### src/rtl/dice_pkg.sv
package dice_pkg;

  localparam int SEG_W  = 8;
  localparam int FACE_W = 3;

  // Active-low common-anode codes, bit0 = a ... bit6 = g, bit7 = dp (kept off)
  function automatic logic [SEG_W-1:0] seg_encode(input logic [FACE_W-1:0] v);
    logic [SEG_W-1:0] code;
    case (v)
      3'd0:    code = 8'hC0;
      3'd1:    code = 8'hF9;
      3'd2:    code = 8'hA4;
      3'd3:    code = 8'hB0;
      3'd4:    code = 8'h99;
      3'd5:    code = 8'h92;
      3'd6:    code = 8'h82;
      default: code = 8'hFF;
    endcase
    return code;
  endfunction

endpackage

### src/rtl/lfsr_stepper.sv
module lfsr_stepper #(
  parameter int          W        = 32,
  parameter logic [W-1:0] SEED     = 32'd11,
  parameter logic [W-1:0] TAP_MASK = 32'hC000_0401,
  parameter int          STEPS    = 2
) (
  input  logic         clk,
  input  logic         rst,
  input  logic         ce,
  output logic [W-1:0] roll_word_o
);

  logic [W-1:0] state_q;
  logic         seeded_q;
  logic [W-1:0] chain [0:STEPS];

  assign chain[0] = seeded_q ? state_q : SEED;

  for (genvar i = 0; i < STEPS; i++) begin : g_step
    assign chain[i+1] = {^(chain[i] & TAP_MASK), chain[i][W-1:1]};
  end

  assign roll_word_o = chain[STEPS];

  always_ff @(posedge clk) begin
    if (rst) begin
      state_q  <= '0;
      seeded_q <= 1'b0;
    end else if (ce) begin
      state_q  <= chain[STEPS];
      seeded_q <= 1'b1;
    end
  end

endmodule

### src/rtl/face_mapper.sv
module face_mapper
  import dice_pkg::*;
#(
  parameter int W     = 32,
  parameter int FACES = 6
) (
  input  logic [W-1:0]     word_i,
  output logic [SEG_W-1:0] seg_code_o
);

  logic [W-1:0]      rem;
  logic [FACE_W-1:0] face;

  assign rem        = word_i % W'(FACES);
  assign face       = rem[FACE_W-1:0] + FACE_W'(1);
  assign seg_code_o = seg_encode(face);

endmodule

### src/rtl/duo_die_display.sv
module duo_die_display
  import dice_pkg::*;
#(
  parameter int          W        = 32,
  parameter logic [W-1:0] SEED     = 32'd11,
  parameter logic [W-1:0] TAP_MASK = 32'hC000_0401,
  parameter int          STEPS    = 2,
  parameter int          FACES    = 6,
  parameter int          DIGITS   = 4,
  parameter logic [DIGITS-1:0] P1_EN_N   = 4'b1110,
  parameter logic [DIGITS-1:0] P2_EN_N   = 4'b0111,
  parameter logic [DIGITS-1:0] IDLE_EN_N = 4'b1111
) (
  input  logic              clk,
  input  logic              rst,
  input  logic              ce,
  input  logic              p1_press,
  input  logic              p2_press,
  output logic [SEG_W-1:0]  seg_o,
  output logic [DIGITS-1:0] dig_en_n_o
);

  logic [W-1:0]     roll_word;
  logic [SEG_W-1:0] roll_code;

  lfsr_stepper #(
    .W(W), .SEED(SEED), .TAP_MASK(TAP_MASK), .STEPS(STEPS)
  ) u_gen (
    .clk         (clk),
    .rst         (rst),
    .ce          (ce),
    .roll_word_o (roll_word)
  );

  face_mapper #(
    .W(W), .FACES(FACES)
  ) u_map (
    .word_i     (roll_word),
    .seg_code_o (roll_code)
  );

  always_ff @(posedge clk) begin
    if (rst) begin
      seg_o      <= seg_encode('0);
      dig_en_n_o <= IDLE_EN_N;
    end else if (ce) begin
      if (p1_press) begin
        seg_o      <= roll_code;
        dig_en_n_o <= P1_EN_N;
      end else if (p2_press) begin
        seg_o      <= roll_code;
        dig_en_n_o <= P2_EN_N;
      end
    end
  end

endmodule

### config.mk
export PLATFORM = sky130hd
export DESIGN_NAME = duo_die_display
export DESIGN_NICKNAME = d
export VERILOG_FILES = /design/src/rtl/dice_pkg.sv /design/src/rtl/lfsr_stepper.sv /design/src/rtl/face_mapper.sv /design/src/rtl/duo_die_display.sv
export SDC_FILE = /design/constraint.sdc
export NUM_CORES = 1
export LEC_CHECK = 0
export BUFFER_PORTS_ARGS = -buffer_cell sky130_fd_sc_hd__buf_2
export CELL_PAD_IN_SITES_DETAIL_PLACEMENT = 1
export CELL_PAD_IN_SITES_GLOBAL_PLACEMENT = 1
export CORE_ASPECT_RATIO = 0.8
export CORE_UTILIZATION = 35
export CTS_CLUSTER_DIAMETER = 30
export CTS_CLUSTER_SIZE = 30
export DETAILED_ROUTE_END_ITERATION = 8
export GPL_TIMING_DRIVEN = 0
export PLACE_DENSITY = 0.63
export SLEW_MARGIN = 25
export SYNTH_ARGS = -nofsm -noshare
export SYNTH_HDL_FRONTEND = slang
export SYNTH_SLANG_ARGS = --single-unit
### constraint.sdc
create_clock -name clk -period 10.35 [get_ports clk]
set_clock_uncertainty 0.15 [all_clocks]
set_input_delay 1.035 -clock clk [delete_from_list [all_inputs] [get_ports clk]]
set_output_delay 1.035 -clock clk [all_outputs]
set_load 0.01 [all_outputs]
== After elaboration in Yosys (flattened, before gate mapping) ==
Cells that the tools add are included.

* Input port bits: 5
* Bits in latches: 0
* Memories kept: 0
* Memory bits (read-only): 0
* Bits in registers: 45
* Output and inout bits: 12
* Memory bits (writable): 0

* Div/mod/pow operators: 1
* Bitwise gates (word level): 0
* Eq/ne operators: 6
* Add/sub/neg operators: 1
* Mux-type cells: 6
* Multiply operators: 0
* Order comparisons: 0
* Shift-type cells: 0
* Reduce and logical (&&, ||, !) cells: 5

{| class="wikitable"
|+ Operators with widths
! kind !! number
|-
| XOR reduction 32 bit || 2
|-
| one-hot mux 7 bit (7 select lines) || 1
|-
| remainder unit 32 x 3 -> 32 bit (second input constant) || 1
|-
| two-way mux 32 bit || 1
|-
| two-way mux 8 bit || 2
|-
| equality test 3 bit (second input constant) || 3
|-
| two-way mux 4 bit || 2
|-
| equality test 3 x 2 -> 1 bit (second input constant) || 2
|-
| adder 3 x 1 -> 3 bit (second input constant) || 1
|-
| equality test 3 x 1 -> 1 bit (second input constant) || 1
|-
| logical NOT 3 bit || 1
|-
| AND reduction 2 bit || 1
|-
| nonzero test 2 bit || 1
|}

== Depth between registers and ports, before layout ==
* Depth after elaboration: 9
* Mapped depth: 39
* Gate-level depth less buffers: 32

== Cells and area by module ==
A second synthesis with hierarchy kept.

* Cells, all modules: 548
* Area total of the unflattened synthesis: 4379.2 sq um

{| class="wikitable"
|+ Modules (own cells, without submodules)
! module !! cells an instance !! times used !! area an instance (sq um)
|-
| face_mapper || 353 || 1 || 2487.4
|-
| lfsr_stepper || 149 || 1 || 1430.1
|-
| duo_die_display || 46 || 1 || 461.7
|}

== Least setup slack after synthesis ==
OpenSTA, ideal clock, no wires.

* Kind: reg2reg
* From: reg u_gen.state_q[30]
* To: reg seg_o[6]
* Cell stages (with the launch flop): 36
* Data arrival time: 8.224 ns
* Setup slack: 1.895 ns
* Path buffers: 4
* Required time: 10.119 ns
* Cell sequence: dfxtp_1 buf_2 buf_2 nand2_1 ha_1 clkbuf_1 nand2b_1 nor3_1 o21a_1 a221o_1 a21o_1 a32o_1 a22o_1 nor2_8 a2111oi_1 o22a_1 or4_4 a311oi_4 nor3_1 a31oi_1 and4_1 buf_6 mux2_4 nor4_2 nor4_4 a2bb2o_4 a311o_1 o31a_1 or3_1 a22o_2 nor2_1 ha_1 or4_1 o21ai_0 a21oi_1 a41oi_1

* Word-level cells in the longest chain between the ends: 9

{| class="wikitable"
|+ Ends and longest elaborated chain
! what !! line !! text
|-
| start, declared || lfsr_stepper.sv:13 || <nowiki>logic [W-1:0] state_q;</nowiki>
|-
| start signal, assigned || lfsr_stepper.sv:30 || <nowiki>state_q <= chain[STEPS];</nowiki>
|-
| two-way mux 32 bit (*) || lfsr_stepper.sv:17 || <nowiki>assign chain[0] = seeded_q ? state_q : SEED;</nowiki>
|-
| XOR reduction 32 bit (2 in series) || lfsr_stepper.sv:20 || <nowiki>assign chain[i+1] = {^(chain[i] & TAP_MASK), chain[i][W-1:1]};</nowiki>
|-
| remainder unit 32 x 3 -> 32 bit (*) || face_mapper.sv:14 || <nowiki>assign rem = word_i % W'(FACES);</nowiki>
|-
| adder 3 x 1 -> 3 bit (*) || face_mapper.sv:15 || <nowiki>assign face = rem[FACE_W-1:0] + FACE_W'(1);</nowiki>
|-
| equality test 3 bit (tied with other cells) || dice_pkg.sv:9 || <nowiki>case (v)</nowiki>
|-
| one-hot mux 7 bit (7 select lines) (*) || dice_pkg.sv:9 ||
|-
| two-way mux 8 bit || duo_die_display.sv:50 || <nowiki>end else if (p2_press) begin</nowiki>
|-
| two-way mux 8 bit (*) || duo_die_display.sv:47 || <nowiki>if (p1_press) begin</nowiki>
|-
| end signal, assigned || duo_die_display.sv:44 || <nowiki>seg_o <= seg_encode('0);</nowiki>
|-
| end signal, assigned || duo_die_display.sv:48 || <nowiki>seg_o <= roll_code;</nowiki>
|-
| end signal, assigned || duo_die_display.sv:51 || <nowiki>seg_o <= roll_code;</nowiki>
|-
| end, declared || duo_die_display.sv:19 || <nowiki>output logic [SEG_W-1:0] seg_o,</nowiki>
|}

Every way passes the cells marked *; elsewhere a longest branch is shown, timed or not. The select of a mux whose other input is x is not followed.
A chain may end at the register's enable or synchronous reset.

== Worst setup path in the final report ==
Same ends and word-level chain as after synthesis.

==> reports/results.ini <==
[die]
num_rows = 37
start_util = 0.364
io_pins = 17
die_x_um = 132
design.die.area_mm2 = 0.0140
core_mm2 = 0.0131
die_h_um = 106

[cts]
cts_tree = yes
clkTransAtPathRegs_ps = 60
cts_sinks = 41
cts_hold_buf = 0
numCtsBuffers = 5
h-tree-depth = 2
clockBufferDepth = 2
cts_setup_buffers = 0
insertion_delay_ps = 280
ctsResizeCount = 0
root_buffer = clkbuf_16

[setup_path]
critPathCaptureType = flip-flop
startpoint_type = flip-flop
crit_arrival_ps = 9850
critPathMostFrequentCell = nor2_1
max_stage_delay_ps = 500
cp.required_ps = 10400
path_buf_inv = 5
crit_fanout = 10
path_class = reg -> reg
cp_slowest_cell = or4_1
critPathTopFamily = compound AO/OA/AOI/OAI gates

[layout]
nNetsFinal = 674
area_growth_pct = 9.38
layout-drive-gt1-share = 0.121
final_design_area_no_fill_mm2 = 0.00520
n_antenna_cell = 0

[sta]
worstMarginPinSlew_ps = 797
finalHoldViolCount = 0
slew_violations = 0
setup_viol = 0
fin_setup_tns_ps = 0
fin_ws_ps = 548
maxSlewHeadroom = 0.469
grt_setup_unrepaired = no
fin_crit_sh = 0.947
fmaxAchievable_mhz = 102
fin_crit_ps = 9800

[synth]
synthesis.area_mm2 = 0.00475
synth-warning-count = 0
yosys.area_share.xor_xnor = 0.0453
synth_edf_count = 0
synth_area_leader_cell = dfxtp_1
synth.ff_latch_count = 41
synthTopCellsByArea = dfxtp_1 (17%), nor2_1 (6.3%), nand2_1 (4.6%)
synthAdderAreaFrac = 0.00527
synthSimpleGateAreaFrac = 0.314
synthMuxAreaShare = 0.0548
synth_top_area_share = 0.173
syn_inst = 647
ys_seq_area_frac = 0.173
synth-async-reset-ratio = 0
synth_top_family_by_area = compound AO/OA/AOI/OAI gates
ys.flop_type = dfxtp_1
synth.distinct_cells = 104
synth-compound-area-share = 0.336
syn-mean-instance-area_um2 = 7.34

[global_route]
grtUsageTotal = 0.218
grt_pass1_wl_um = 25400
grt_max_degree = 14
grt_pass1_vias = 4950
grt_overflow = 0
antenna_found_initial = 0

[route]
finalWirelength_um = 15200
ant_nets = 0
drc = 0
dr.pass1.iters = 5
viasPerCell = 6.06
via_count = 5108
wl_per_cell_um = 18.0
first_iter_violations = 246

[pwr]
share_comb_of_total_power = 0.394
ir_drop_mv = 0.0528
p_int_w = 0.000328
switching_share = 0.371
pwr-share-seq = 0.316
pwr_density_cell_mw_per_mm2 = 100
clock_power_share = 0.290
p_switching_w = 0.000193
p_leak_nw = 1.79

[place]
hpwl_um = 11500
dp_slack_ps = 379
gp_congestion = 0.848
io_buffers = 12
placed_cell_area_mm2 = 0.00504

[flow_run]
maxCapViolations = 0

[min_path]
hold_class = reg -> reg

[run_status]
status = complete, no violations

-- Yosys cell counts (5+ instances only) --
cell       n
and3_1     5
a21o_1     5
nor2b_1   13
a31oi_1   10
nor2_1    80
nand2b_1  12
a22oi_1   14
nand4_1    8
xnor2_1    8
dfxtp_1   41
nand3b_1   5
mux2i_1   20
a311oi_1   5
or2_2      5
o21ai_0   23
xor2_1     6
inv_1     14
nand3_1   28
nor4_1     5
a211oi_1  10
nand2_1   58
and2_1     8
nor3b_1    6
a21oi_1   37
buf_4      7
nor3_1    24
clkbuf_1  41
buf_2      5
o211ai_1  11
-- layout by cell type, fill, tap and decap left out, types with 10 or more instances in the layout --
cell type / n
nor2_1: 80
nand2_1: 58
dfxtp_1: 41
clkbuf_1: 40
a21oi_1: 37
nand3_1: 28
nor3_1: 24
o21ai_0: 23
mux2i_1: 20
buf_2: 17
inv_1: 14
a22oi_1: 14
nor2b_1: 13
nand2b_1: 12
o211ai_1: 11
a31oi_1: 10
a211oi_1: 10
-- routing by layer --
metal | wire, µm | GRT usage | up-vias
met4 | 67 | 0.0304 | 0
met5 | 0 | 0 | -
met3 | 539 | 0.0196 | 7
met2 | 6620 | 0.353 | 109
met1 | 7930 | 0.320 | 2526
li1 | - | - | 2466
-- layout make-up --
type | count | area (µm²)
Sequential cell | 41 | 821
Fill cell | 1645 | 7860
Clock inverter | 3 | 17.5
Tap cell | 175 | 219
Inverter | 16 | 60.1
Timing Repair Buffer | 12 | 60.1
Multi-Input combinational cell | 533 | 3620
Clock buffer | 5 | 125
Buffer | 58 | 273
-- state kept, by name (all words and copies together), names as in the netlist --
signal / cells
dig_en_n_o: 2
seg_o: 6
u_gen.state_q: 32
u_gen.seeded_q: 1
-- worst paths after layout --
kind                                                    to  cells past startpoint  slack, ps                           start
worst min-delay path            dig_en_n_o[0]$_SDFFE_PP1P_                      1        320      dig_en_n_o[0]$_SDFFE_PP1P_
worst max-delay path                 seg_o[6]$_SDFFE_PP1P_                     35        550  u_gen.state_q[30]$_SDFFE_PP0P_
worst max register to register       seg_o[6]$_SDFFE_PP1P_                     35        550  u_gen.state_q[30]$_SDFFE_PP0P_
worst min register to register  dig_en_n_o[0]$_SDFFE_PP1P_                      1        320      dig_en_n_o[0]$_SDFFE_PP1P_
-- kinds of logic after synthesis --
group / after synthesis
XOR/XNOR: 18
flip-flops: 41
AND/OR/NAND/NOR: 285
multiplexers: 24
AO/OA/AOI/OAI: 201
other: 1
adder cells (fa/ha/maj): 2
buffers and inverters: 75
-- power by group through the flow --
stage	clock (W)	sequential [W]	combinational (W)
4_1_cts	0.000155	0.000165	0.000202
3_3_place_gp	0	0.000168	0.000197
5_1_grt	0.000162	0.000165	0.000224
2_1_floorplan	0	0.000169	0.000151
6_report	0.000151	0.000165	0.000205
3_5_place_dp	0	0.000168	0.000201
-- per-stage QoR --
step            util  instances  power, W  hold slack [ps]
6_report       0.398        843  0.000521              317
5_1_grt        0.398        843  0.000551              331
4_1_cts        0.397        844  0.000521              322
3_5_place_dp   0.386        836  0.000369              301
3_3_place_gp   0.386        836  0.000365              299
2_1_floorplan      -        649  0.000321              338
(Power assumes the default switching activity.)
